===== src/rtl/ptc_pkg.sv =====
package ptc_pkg;
   localparam int CSEL_W = 3;
   localparam logic [CSEL_W-1:0] CS_CHAIN = 3'd7;
   localparam int DEF_TAPS = 4;
   localparam int DEF_TAP_SHIFT = 2;
endpackage


===== src/rtl/ptc_prescaler.sv =====
module ptc_prescaler #(
   parameter int N_TAPS    = 4,
   parameter int TAP_SHIFT = 2
) (
   input  logic              clk,
   input  logic              rst_n,
   output logic [N_TAPS-1:0] tick
);
   localparam int PW = (N_TAPS - 1) * TAP_SHIFT;

   logic [PW-1:0] div_q;

   always_ff @(posedge clk or negedge rst_n) begin
      if (!rst_n) div_q <= '0;
      else        div_q <= div_q + 1'b1;
   end

   for (genvar k = 0; k < N_TAPS; k++) begin : g_tap
      if (k == 0) begin : g_full
         assign tick[k] = 1'b1;
      end else begin : g_div
         assign tick[k] = &div_q[k*TAP_SHIFT-1:0];
      end
   end

   // the slowest tap fires exactly when the divider returns to zero next
   a_r2_slow_tap_wraps: assert property (@(posedge clk) disable iff (!rst_n)
      tick[N_TAPS-1] |=> (div_q == '0));
endmodule


===== src/rtl/ptc_quad.sv =====
module ptc_quad #(
   parameter int SYNC_STAGES = 2
) (
   input  logic clk,
   input  logic rst_n,
   input  logic pha,
   input  logic phb,
   output logic step_up,
   output logic step_dn
);
   logic [SYNC_STAGES-1:0] sa_q, sb_q;
   logic [1:0] cur, prev_q;

   always_ff @(posedge clk or negedge rst_n) begin
      if (!rst_n) begin
         sa_q   <= '0;
         sb_q   <= '0;
         prev_q <= 2'b00;
      end else begin
         sa_q   <= {sa_q[SYNC_STAGES-2:0], pha};
         sb_q   <= {sb_q[SYNC_STAGES-2:0], phb};
         prev_q <= cur;
      end
   end

   assign cur = {sa_q[SYNC_STAGES-1], sb_q[SYNC_STAGES-1]};

   always_comb begin
      step_up = 1'b0;
      step_dn = 1'b0;
      case ({prev_q, cur})
         4'b0010, 4'b1011, 4'b1101, 4'b0100: step_up = 1'b1;
         4'b0001, 4'b0111, 4'b1110, 4'b1000: step_dn = 1'b1;
         default: ;
      endcase
   end

   // a step requires that the synchronized pair changed since last cycle
   a_r6_step_needs_edge: assert property (@(posedge clk) disable iff (!rst_n)
      (step_up || step_dn) |-> (cur != $past(cur)));
endmodule


===== src/rtl/ptc_channel.sv =====
module ptc_channel
   import ptc_pkg::*;
#(
   parameter int W        = 16,
   parameter int N_TAPS   = 4,
   parameter bit CHAIN_EN = 1'b0
) (
   input  logic              clk,
   input  logic              rst_n,
   input  logic              start,
   input  logic              phase_mode,
   input  logic [CSEL_W-1:0] csel,
   input  logic [N_TAPS-1:0] tick,
   input  logic              q_up,
   input  logic              q_dn,
   input  logic              chain_up,
   input  logic              chain_dn,
   input  logic              wr_en,
   input  logic [W-1:0]      wr_data,
   output logic [W-1:0]      cnt,
   output logic              wrap_up,
   output logic              wrap_dn
);
   localparam logic [W-1:0] CNT_MAX = '1;

   logic inc, dec;

   always_comb begin
      inc = 1'b0;
      dec = 1'b0;
      if (phase_mode) begin
         inc = q_up;
         dec = q_dn;
      end else if (csel == CS_CHAIN) begin
         inc = CHAIN_EN ? chain_up : 1'b0;
         dec = CHAIN_EN ? chain_dn : 1'b0;
      end else begin
         for (int k = 0; k < N_TAPS; k++) begin
            if (csel == CSEL_W'(k)) inc = tick[k];
         end
      end
      if (!start || wr_en) begin
         inc = 1'b0;
         dec = 1'b0;
      end
   end

   assign wrap_up = inc && (cnt == CNT_MAX);
   assign wrap_dn = dec && (cnt == '0);

   always_ff @(posedge clk or negedge rst_n) begin
      if (!rst_n)     cnt <= '0;
      else if (wr_en) cnt <= wr_data;
      else if (inc)   cnt <= cnt + 1'b1;
      else if (dec)   cnt <= cnt - 1'b1;
   end

   a_r8_write_wins: assert property (@(posedge clk) disable iff (!rst_n)
      wr_en |=> (cnt == $past(wr_data)));
   a_r7_halt_holds: assert property (@(posedge clk) disable iff (!rst_n)
      (!start && !wr_en) |=> $stable(cnt));
   a_r3_wrap_up_lands_zero: assert property (@(posedge clk) disable iff (!rst_n)
      wrap_up |=> (cnt == '0));
   a_r4_wrap_dn_lands_max: assert property (@(posedge clk) disable iff (!rst_n)
      wrap_dn |=> (cnt == CNT_MAX));
endmodule


===== src/rtl/ptc_cascade_timer.sv =====
module ptc_cascade_timer
   import ptc_pkg::*;
#(
   parameter int CNT_W       = 16,
   parameter int N_TAPS      = DEF_TAPS,
   parameter int TAP_SHIFT   = DEF_TAP_SHIFT,
   parameter int SYNC_STAGES = 2
) (
   input  logic                clk,
   input  logic                rst_n,
   input  logic                lo_start,
   input  logic                hi_start,
   input  logic                lo_phase_mode,
   input  logic                hi_phase_mode,
   input  logic [CSEL_W-1:0]   lo_clksel,
   input  logic [CSEL_W-1:0]   hi_clksel,
   input  logic                lo_pha,
   input  logic                lo_phb,
   input  logic                hi_pha,
   input  logic                hi_phb,
   input  logic                lo_wr_en,
   input  logic [CNT_W-1:0]    lo_wr_data,
   input  logic                hi_wr_en,
   input  logic [CNT_W-1:0]    hi_wr_data,
   output logic [CNT_W-1:0]    lo_count,
   output logic [CNT_W-1:0]    hi_count,
   output logic [2*CNT_W-1:0]  full_count
);
   if (CNT_W < 2) begin : g_bad_w
      $error("CNT_W must be at least 2");
   end
   if (N_TAPS < 2 || N_TAPS > 7) begin : g_bad_taps
      $error("N_TAPS must lie in 2..7 so the chain code stays free");
   end
   if (TAP_SHIFT < 1) begin : g_bad_shift
      $error("TAP_SHIFT must be at least 1");
   end
   if (SYNC_STAGES < 2) begin : g_bad_sync
      $error("SYNC_STAGES must be at least 2");
   end

   logic [N_TAPS-1:0] tick;
   logic lo_qu, lo_qd, hi_qu, hi_qd;
   logic lo_wu, lo_wd, hi_wu, hi_wd;

   ptc_prescaler #(.N_TAPS(N_TAPS), .TAP_SHIFT(TAP_SHIFT)) u_pre (
      .clk(clk), .rst_n(rst_n), .tick(tick));

   ptc_quad #(.SYNC_STAGES(SYNC_STAGES)) u_lo_q (
      .clk(clk), .rst_n(rst_n), .pha(lo_pha), .phb(lo_phb),
      .step_up(lo_qu), .step_dn(lo_qd));

   ptc_quad #(.SYNC_STAGES(SYNC_STAGES)) u_hi_q (
      .clk(clk), .rst_n(rst_n), .pha(hi_pha), .phb(hi_phb),
      .step_up(hi_qu), .step_dn(hi_qd));

   ptc_channel #(.W(CNT_W), .N_TAPS(N_TAPS), .CHAIN_EN(1'b0)) u_lo (
      .clk(clk), .rst_n(rst_n), .start(lo_start), .phase_mode(lo_phase_mode),
      .csel(lo_clksel), .tick(tick), .q_up(lo_qu), .q_dn(lo_qd),
      .chain_up(1'b0), .chain_dn(1'b0),
      .wr_en(lo_wr_en), .wr_data(lo_wr_data), .cnt(lo_count),
      .wrap_up(lo_wu), .wrap_dn(lo_wd));

   ptc_channel #(.W(CNT_W), .N_TAPS(N_TAPS), .CHAIN_EN(1'b1)) u_hi (
      .clk(clk), .rst_n(rst_n), .start(hi_start), .phase_mode(hi_phase_mode),
      .csel(hi_clksel), .tick(tick), .q_up(hi_qu), .q_dn(hi_qd),
      .chain_up(lo_wu), .chain_dn(lo_wd),
      .wr_en(hi_wr_en), .wr_data(hi_wr_data), .cnt(hi_count),
      .wrap_up(hi_wu), .wrap_dn(hi_wd));

   assign full_count = {hi_count, lo_count};

   logic chained;
   assign chained = (hi_clksel == CS_CHAIN) && !hi_phase_mode && hi_start && !hi_wr_en;

   a_r3_chain_carry: assert property (@(posedge clk) disable iff (!rst_n)
      (chained && lo_wu) |=> (hi_count == CNT_W'($past(hi_count) + 1'b1)));
   a_r4_chain_borrow: assert property (@(posedge clk) disable iff (!rst_n)
      (chained && lo_wd) |=> (hi_count == CNT_W'($past(hi_count) - 1'b1)));
   a_r4_no_borrow_counting_up: assert property (@(posedge clk) disable iff (!rst_n)
      !lo_phase_mode |-> !lo_wd);
   a_r5_phase_blocks_chain: assert property (@(posedge clk) disable iff (!rst_n)
      (hi_phase_mode && !hi_wr_en && !hi_qu && !hi_qd) |=> $stable(hi_count));
   a_r1_wrap_exclusive: assert property (@(posedge clk) disable iff (!rst_n)
      !(hi_wu && hi_wd));
endmodule


===== config.mk =====
export PLATFORM = sky130hd
export DESIGN_NAME = ptc_cascade_timer
export DESIGN_NICKNAME = d
export VERILOG_FILES = /design/src/rtl/ptc_pkg.sv /design/src/rtl/ptc_prescaler.sv /design/src/rtl/ptc_quad.sv /design/src/rtl/ptc_channel.sv /design/src/rtl/ptc_cascade_timer.sv
export SDC_FILE = /design/constraint.sdc
export NUM_CORES = 1
export LEC_CHECK = 0
export BUFFER_PORTS_ARGS = -buffer_cell sky130_fd_sc_hd__buf_2
export CAP_MARGIN = 30
export CORE_UTILIZATION = 58
export CTS_CLUSTER_SIZE = 16
export DETAILED_ROUTE_END_ITERATION = 10
export HOLD_SLACK_MARGIN = 0.06
export PLACE_DENSITY = 0.89
export SYNTH_ARGS = -nofsm -noshare
export SYNTH_HDL_FRONTEND = slang
export SYNTH_HIERARCHICAL = 1
export SYNTH_SLANG_ARGS = --single-unit
export TNS_END_PERCENT = 1

===== constraint.sdc =====
create_clock -name clk -period 7.1 [get_ports clk]
set_input_delay 1.42 -clock clk [delete_from_list [all_inputs] [get_ports clk]]
set_output_delay 1.42 -clock clk [all_outputs]
set_load 0.02 [all_outputs]

==> run metrics, run 1 <==
Avg Cell Area, Syn=approximately 8.7 um^2; CP cell instances=buf_2, mux4_2, nor2b_4, o2111a_1, and3_1, a41o_2, a21oi_1, or3_1, inv_1, fa_1, nand2b_1, a21oi_1, o211ai_1, a21oi_1, a31oi_1, xnor2_1, o221ai_1; WP data required=7.27 ns; clock-pin slew on the worst setup and hold paths=roughly 0.1 ns; vias per cell=between 6 and 7; fin crit share=0.740; Worst R2R Setup Slack=around 2.1 ns; crit path time final=~5.3 ns; row count=29; maximum vdd drop=0.144 mV; worst hold path type=flip-flop to flip-flop; number of global-route vias before repair=approximately 3400; Slew HR=0.473; initial DRC count=~230; full die area=roughly 0.0073 mm^2; WL per Instance=15.8 um; routed wire length=~9700 um; Crit Path Class=input pin to flip-flop; post-route cell area=0.00450 mm^2; Remaining DRCs=0; Post-Synthesis Cell Area=~0.0040 mm^2; CTS tree=built; CP dominant cell by count=a21oi_1; worst-margin pin slew=~0.79 ns; initial antenna violation count=0; Setup Fix Bufs, Post-CTS=0; GR Overflow Total=0; worst skew pair latency=roughly 0.31 ns; Worst Path Max Fanout=19; Max Slew Vio Count=0; Ys Warns=6; outcome=complete, no violations; Hold Buf Count CTS=0; Die Width=around 85 um; post-CTS sizing=0; post-synth net total=~550; CP max stage delay=just over 0.6 ns; layout net count=approximately 600; RSZ-0062 raised after global routing=false; H-tree levels=2; Core ar.=roughly 0.0065 mm^2; Fin Setup TNS=0 ns; first-pass GRT wire length=between 15000 and 20000 um; Final Hold Viols=0; maxcap violations=0; Startpoint Class=input pin; filler instances=507; gpl congestion=about 0.90; CP arrival=5.43 ns; DIE HEIGHT=between 80 and 90 um; Area growth, synth to finish=11.8%; synthesized instance count=about 460; Sink Count=50; skew final=approximately 0.014 ns; power per standard cell area=approximately 230 mW/mm^2; DP Wirelength=around 7300 um; CP endpoint kind=flip-flop; Root Driver=clkbuf_8; highest-delay cell along the critical path=or3_1; Worst Path Buf+Inv=2; CTS Buf Count=5; initial core utilization=0.616; n_diodes=0; IO buf count=113; FMAX=roughly 190 MHz; CTS max path bufs=2; remaining antenna violation count=0; GRT Total Usage=0.269; Final Setup Violations=0; share of layout cells above drive strength 1=0.258; area post-placement=between 0.004 and 0.005 mm^2; drt first pass iters=5; Crit path max-delay family=compound AO/OA/AOI/OAI gates; IO Count=roughly 110; Vias=about 3700; Final Power=just over 0.001 W; Pleak=around 2.1 nW; pin count of the biggest net entering global routing=33
## placed cells by master, fill, tap and decap left out, types with 3 or more instances in the layout
| cell | count |
|---|---|
| o21a_1 | 3 |
| clkbuf_8 | 5 |
| nand3_1 | 13 |
| xnor2_1 | 15 |
| nor2b_1 | 3 |
| nor4_1 | 5 |
| ha_1 | 33 |
| nor2_1 | 28 |
| a211oi_1 | 7 |
| nand2_1 | 47 |
| a2bb2oi_1 | 5 |
| o211ai_1 | 6 |
| dfrtp_1 | 50 |
| and2_1 | 3 |
| and3_1 | 7 |
| buf_2 | 113 |
| a21oi_1 | 42 |
| nand2b_1 | 6 |
| nand4_1 | 6 |
| a31oi_1 | 3 |
| inv_1 | 17 |
| a21o_1 | 5 |
| o21ai_0 | 37 |
| o21bai_1 | 3 |
| mux2i_1 | 10 |
| xor2_1 | 16 |
## routing by layer
layer / wire (um) / up-vias / share of wire / global-route usage
met5: 0 / - / 0 / 0
met4: 180 / 0 / 0.019 / 0.103
met3: 685 / 20 / 0.071 / 0.0340
met2: 4610 / 177 / 0.48 / 0.441
met1: 4190 / 1716 / 0.43 / 0.365
li1: - / 1759 / - / -
## report_power, final
| group | leakage, nW | switching, W | total (W) | internal [W] |
|---|---|---|---|---|
| Sequential | 0.591 | 0.0000414 | 0.000354 | 0.000313 |
| Combinational | 1.47 | 0.000282 | 0.000471 | 0.000188 |
| Clock | 0.0591 | 0.000105 | 0.000213 | 0.000108 |
## flip-flops by register name, summed over array words and instances (netlist names)
name	count
u_hi/cnt	16
u_hi_q/prev_q	2
u_hi_q/sa_q	2
u_hi_q/sb_q	2
u_lo/cnt	16
u_lo_q/prev_q	2
u_lo_q/sa_q	2
u_lo_q/sb_q	2
u_pre/div_q	6
## area by class of cell
class | count | area [um^2] | share of cell area
timing repair buffer | 114 | 586 | 0.130
tap | 77 | 96.3 | 0.0214
multi-input combinational | 345 | 2380 | 0.530
inverter | 17 | 63.8 | 0.0142
sequential | 50 | 1250 | 0.278
clock inverter | 3 | 47.5 | 0.0106
clock buffer | 5 | 68.8 | 0.0153
## worst paths after layout
kind                                     start                to  cells past startpoint
min in group asynchronous                rst_n    u_pre/div_q[5]                      1
worst max register to register  u_pre/div_q[0]      u_hi/cnt[12]                     18
worst min register to register  u_hi_q/sb_q[0]    u_hi_q/sb_q[1]                      0
max in group asynchronous                rst_n  u_lo_q/prev_q[1]                      2
worst min-delay path            u_hi_q/sb_q[0]    u_hi_q/sb_q[1]                      0
worst max-delay path              lo_clksel[0]      u_hi/cnt[12]                     17
## metrics by stage
step	hold WS, ns	utilization	cells	setup slack [ns]
2_1_floorplan	0.331	-	461	2.26
3_3_place_gp	0.334	0.668	602	1.74
3_5_place_dp	0.338	0.671	603	1.57
4_1_cts	0.360	0.689	611	1.91
5_1_grt	0.369	0.689	611	1.55
6_report	0.360	0.689	611	1.85
Note: power is estimated with default switching activity, not from simulation.
==> run 2: changes to the inputs <==
Settings changed: ABC_AREA from default to 1, CORE_UTILIZATION 58 to 55, PLACE_DENSITY 0.89 to 0.84.
Clock period 7.1 ns to 4.9 ns, I/O delays scaled along.
==> run metrics, run 2 <==
outcome=complete, but fails checks (was complete, no violations); violated checks=design-rule violations; CTS tree=built (unchanged); Slew HR=0.554 (was 0.473); Setup Fix Bufs, Post-CTS=0 (unchanged); clock-pin slew on the worst setup and hold paths=0.10 ns (about the same); WL per Instance=13.2 um (was 15.8 um); maxcap violations=0 (unchanged); CP arrival=4.42 ns (was 5.43 ns); CTS max path bufs=2 (unchanged); Avg Cell Area, Syn=6.86 um^2 (was 8.72 um^2); pin count of the biggest net entering global routing=51 (was 33); Final Power=0.00217 W (was 0.00104 W); initial antenna violation count=0 (unchanged); DIE HEIGHT=94.0 um (was 85.3 um); Startpoint Class=input pin (unchanged); Core ar.=0.00822 mm^2 (was 0.00653 mm^2); skew final=0.00918 ns (was 0.0139 ns); Remaining DRCs=1 (was 0); CP endpoint kind=flip-flop (unchanged); Final Hold Viols=0 (unchanged); IO Count=114 (unchanged); share of layout cells above drive strength 1=0.221 (was 0.258); IO buf count=113 (unchanged); biggest regs=u_hi/cnt x16, u_lo/cnt x16, u_pre/div_q x6 (unchanged); met2 usage=0.446 (was 0.441); H-tree levels=2 (unchanged); CTS Buf Count=5 (unchanged); n_diodes=0 (unchanged); Ys Warns=6 (unchanged); M3 GR Usage=0.0316 (was 0.0340); first-pass GRT wire length=18700 um (was 15700 um); Crit Path Class=input pin to flip-flop (unchanged); GR Overflow Total=0 (unchanged); full die area=0.00883 mm^2 (was 0.00727 mm^2); initial DRC count=268 (was 225); Area growth, synth to finish=9.68% (was 11.8%); row count=33 (was 29); drt first pass iters=8 (was 5); FMAX=237 MHz; number of global-route vias before repair=4167 (was 3432); power per standard cell area=426 mW/mm^2 (was 231 mW/mm^2); layout net count=840 (was 618); grt peak-use layer=met2 (unchanged); routed wire length=11300 um (was 9670 um); Vias=4612 (was 3672); commonest non-fill, non-tap cell in the layout=nand2_1 (was buf_2); post-synth net total=763 (was 546); GRT Total Usage=0.265 (was 0.269); worst skew pair latency=0.30 ns (was 0.31 ns); Post-Synthesis Cell Area=0.00465 mm^2 (was 0.00402 mm^2); post-CTS sizing=0 (unchanged); Pleak=2.86 nW (was 2.12 nW); synthesized instance count=678 (was 461); Root Driver=clkbuf_8 (unchanged); Max Slew Vio Count=0 (unchanged); worst hold path type=flip-flop to flip-flop (unchanged); Fin Setup TNS=0 ns (unchanged); Final Setup Violations=0 (unchanged); WP data required=5.10 ns (was 7.27 ns); Hold Buf Count CTS=0 (unchanged); remaining antenna violation count=0 (unchanged); worst-margin pin slew=0.668 ns (was 0.789 ns); DP Wirelength=8850 um (was 7300 um); RSZ-0062 raised after global routing=false (unchanged); met1 Usage GRT=0.358 (was 0.365); Sink Count=50 (unchanged); maximum vdd drop=0.227 mV (was 0.144 mV); fin crit share=0.862; crit path time final=roughly 4.2 ns; Worst Path Max Fanout=26 (was 19); gpl congestion=0.895 (was 0.900); filler instances=772 (was 507); initial core utilization=0.566 (was 0.616); vias per cell=5.36 (was 6.01); most frequent cells in the layout=210 x nand2_1, 113 x buf_2, 79 x inv_1 (was 113 x buf_2, 50 x dfrtp_1, 47 x nand2_1); Die Width=94.0 um (was 85.3 um)
run 2: worst paths after layout:
kind	from	to	slack (ns)	cells past startpoint
max in group asynchronous	rst_n	u_hi/cnt[13]	3.67	2
min in group asynchronous	rst_n	u_lo_q/prev_q[1]	0.79	2
max reg2reg	u_pre/div_q[0]	u_hi/cnt[14]	0.68	22
max	lo_wr_en	u_hi/cnt[14]	0.67	21
min	u_hi_q/sb_q[0]	u_hi_q/sb_q[1]	0.36	0
min reg2reg	u_hi_q/sb_q[0]	u_hi_q/sb_q[1]	0.36	0
run 2: cell type report:
type | instances | area, um^2 | area share
Inverter | 90 | 345 | 0.0677
Clock buffer | 5 | 68.8 | 0.0135
Sequential cell | 50 | 1250 | 0.245
Clock inverter | 3 | 25.0 | 0.00490
Timing Repair Buffer | 114 | 573 | 0.112
Multi-Input combinational cell | 494 | 2710 | 0.531
Tap cell | 105 | 131 | 0.0257
run 2: power breakdown:
| part | internal [W] | switching [W] |
|---|---|---|
| clock network | 0.000104 | 0.000153 |
| registers | 0.000487 | 0.000109 |
| logic | 0.000470 | 0.000850 |
| total | 0.00106 | 0.00111 |
run 2: through the flow:
step	utilization	area, um^2	setup WS, ns	instances	hold slack (ns)
floorplan	-	4650	1.14	678	0.331
global placement	0.610	5010	0.479	853	0.333
detailed placement	0.610	5010	0.385	853	0.335
CTS	0.621	5100	0.712	861	0.360
global route	0.621	5100	0.247	861	0.360
finish	0.621	5100	0.675	861	0.359
run 2: critical path, cell delays in order:
cell     delay, ns
buf_2         0.17
inv_8         0.19
nand2_4       0.08
nor2_4        0.13
nand3_4       0.10
nand2_2       0.10
inv_1         0.28
nor4_2        0.32
nand4_1       0.12
and2_1        0.17
o21ai_4       0.08
nand2_4       0.20
ha_1          0.37
a21oi_1       0.37
o21ai_0       0.21
a21oi_1       0.20
nand2_1       0.07
nand2_1       0.05
nand3_1       0.06
nand2_1       0.08
nand2_1       0.05
run 2: metal layers:
metal,up-vias,wire length [um]
met3,15,680
li1,2303,-
met5,-,0
met1,2137,5290
met2,157,5230
met4,0,140
==> run 3: changes to the inputs <==
==> constraint.sdc (replaced) <==
create_clock -name clk -period 4.9 [get_ports clk]
set_input_delay 1.47 -clock clk [delete_from_list [all_inputs] [get_ports clk]]
set_output_delay 1.47 -clock clk [all_outputs]
set_load 0.02 [all_outputs]
==> run metrics, run 3 (synthesized netlist as in run 2, its figures left out) <==
outcome=complete, but fails checks (unchanged); violated checks=design-rule violations (unchanged); initial antenna violation count=0 (unchanged); met2 usage=0.440 (was 0.446); placed insts=855 (was 853); worst hold path type=flip-flop to flip-flop (unchanged); row count=33 (unchanged); Remaining DRCs=1 (unchanged); CTS tree=built (unchanged); Hold Buf Count CTS=0 (unchanged); Fin Setup TNS=0 ns (unchanged); FMAX=229 MHz (was 237 MHz); worst skew pair latency=0.31 ns (was 0.30 ns); routed wire length=11400 um (was 11300 um); pin count of the biggest net entering global routing=51 (unchanged); initial core utilization=0.566 (unchanged); WP data required=5.11 ns (was 5.10 ns); GRT Total Usage=0.269 (was 0.265); fin crit share=0.892 (was 0.862); DIE HEIGHT=94.0 um (unchanged); gpl congestion=0.900 (was 0.895); RSZ-0062 raised after global routing=false (unchanged); Startpoint Class=input pin (unchanged); DP Wirelength=8840 um (was 8850 um); Switching Fraction=0.501 (was 0.512); Setup Fix Bufs, Post-CTS=0 (unchanged); clock-pin slew on the worst setup and hold paths=0.10 ns (about the same); CTS Buf Count=5 (unchanged); P_int=0.00111 W (was 0.00106 W); Sink Count=50 (unchanged); drt first pass iters=8 (unchanged); share of layout cells above drive strength 1=0.223 (was 0.221); power per standard cell area=432 mW/mm^2 (was 426 mW/mm^2); Final Hold Viols=0 (unchanged); CP endpoint kind=flip-flop (unchanged); biggest regs=u_hi/cnt x16, u_lo/cnt x16, u_pre/div_q x6 (unchanged); M3 GR Usage=0.0332 (was 0.0316); combinational power share=0.595 (was 0.608); vias per cell=5.26 (was 5.36); first-pass GRT wire length=18800 um (was 18700 um); IO Count=114 (unchanged); Vias=4541 (was 4612); met1 Usage GRT=0.374 (was 0.358); Crit Path Class=input pin to flip-flop (unchanged); Area growth, synth to finish=10.4% (was 9.68%); Pleak=2.88 nW (was 2.86 nW); clock share of power=0.135 (was 0.118); Worst Path Max Fanout=26 (unchanged); filler instances=762 (was 772); maximum vdd drop=0.242 mV (was 0.227 mV); most frequent cells in the layout=210 x nand2_1, 113 x buf_2, 79 x inv_1 (unchanged); number of global-route vias before repair=4074 (was 4167); Hold Crit Start=u_lo_q/sb_q[0] (was u_hi_q/sb_q[0]); commonest non-fill, non-tap cell in the layout=nand2_1 (unchanged); H-tree levels=2 (unchanged); CTS max path bufs=2 (unchanged); WL per Instance=13.2 um (about the same); grt peak-use layer=met2 (unchanged); Slew HR=0.552 (was 0.554); crit path time final=4.37 ns (was 4.23 ns); Max Slew Vio Count=0 (unchanged); IO buf count=113 (unchanged); Final Setup Violations=0 (unchanged); Core ar.=0.00822 mm^2 (unchanged); Net Switching=0.00111 W (about the same); post-CTS sizing=0 (unchanged); remaining antenna violation count=0 (unchanged); skew final=0.00595 ns (was 0.00918 ns); n_diodes=0 (unchanged); maxcap violations=0 (unchanged); Root Driver=clkbuf_8 (unchanged); initial DRC count=241 (was 268); Die Width=94.0 um (unchanged); GR Overflow Total=0 (unchanged); fin util=0.625 (was 0.621); post-route insts no fill=863 (was 861); critical register-to-register path startpoint=u_pre/div_q[0] (unchanged); full die area=0.00883 mm^2 (unchanged); worst-margin pin slew=0.673 ns (was 0.668 ns); sequential share of power=0.270 (was 0.274); layout net count=842 (was 840); CP startpoint=lo_wr_en (unchanged); CP arrival=4.58 ns (was 4.42 ns)
run 3: cell types whose count changed in the layout (fill, tap and decap cells not counted), sizes merged:
cell,change
inv,-1
buf,+2
clkinv,-1
bufinv,+1
clkinvlp,+1
run 3: worst paths after layout:
| path | depth (start not counted) | endpoint | slack (ns) |
|---|---|---|---|
| setup / recovery | 21 | u_hi/cnt[14] | 0.53 |
| hold / removal | 0 | u_lo_q/sb_q[1] | 0.35 |
| setup reg to reg | 22 | u_hi/cnt[14] | 1.01 |
| hold reg to reg | 0 | u_lo_q/sb_q[1] | 0.35 |
| max in group asynchronous | 2 | u_hi/cnt[11] | 3.19 |
| min in group asynchronous | 2 | u_pre/div_q[0] | 1.27 |
run 3: critical path: stages:
cell     delay (ns)
buf_2          0.17
inv_8          0.19
nand2_4        0.08
nor2_4         0.12
nand3_4        0.10
nand2_2        0.11
inv_1          0.08
nor4_2         0.21
nand4_1        0.11
and2_1         0.17
o21ai_4        0.09
nand2_4        0.19
ha_1           0.37
a21oi_1        0.33
o21ai_0        0.21
a21oi_1        0.21
nand2_1        0.08
nand2_1        0.06
nand3_1        0.06
nand2_1        0.07
nand2_1        0.05
run 3: final cells by class:
class                      instances  area [um^2]  share of cell area
clock buffer                       5         68.8              0.0134
clock inverter                     3         45.0             0.00877
inverter                          90          345              0.0672
multi-input combinational        494         2710               0.527
sequential                        50         1250               0.244
tap                              105          131              0.0256
timing repair buffer             116          588               0.114
run 3: per-stage QoR:
stage | instance area [um^2] | setup slack, ns | hold WS (ns) | total power [W]
floorplan | 4650 | 0.650 | 0.331 | 0.00165
global placement | 5020 | 0.312 | 0.333 | 0.00188
detailed placement | 5020 | 0.229 | 0.335 | 0.00191
CTS | 5140 | 0.558 | 0.357 | 0.00222
global route | 5140 | 0.294 | 0.358 | 0.00241
finish | 5140 | 0.530 | 0.350 | 0.00222
run 3: power by group through the flow:
stage	combinational, W	clock, W	sequential, W
4_1_cts	0.00131	0.000311	0.000599
3_5_place_dp	0.00130	0	0.000607
2_1_floorplan	0.000980	0	0.000665
5_1_grt	0.00147	0.000326	0.000612
3_3_place_gp	0.00128	0	0.000601
6_report	0.00132	0.000301	0.000599
run 3: layer usage:
| metal | part of all wire | wire, um |
|---|---|---|
| met1 | 0.48 | 5470 |
| met2 | 0.46 | 5280 |
| met3 | 0.044 | 503 |
| met4 | 0.015 | 173 |
| met5 | 0 | 0 |
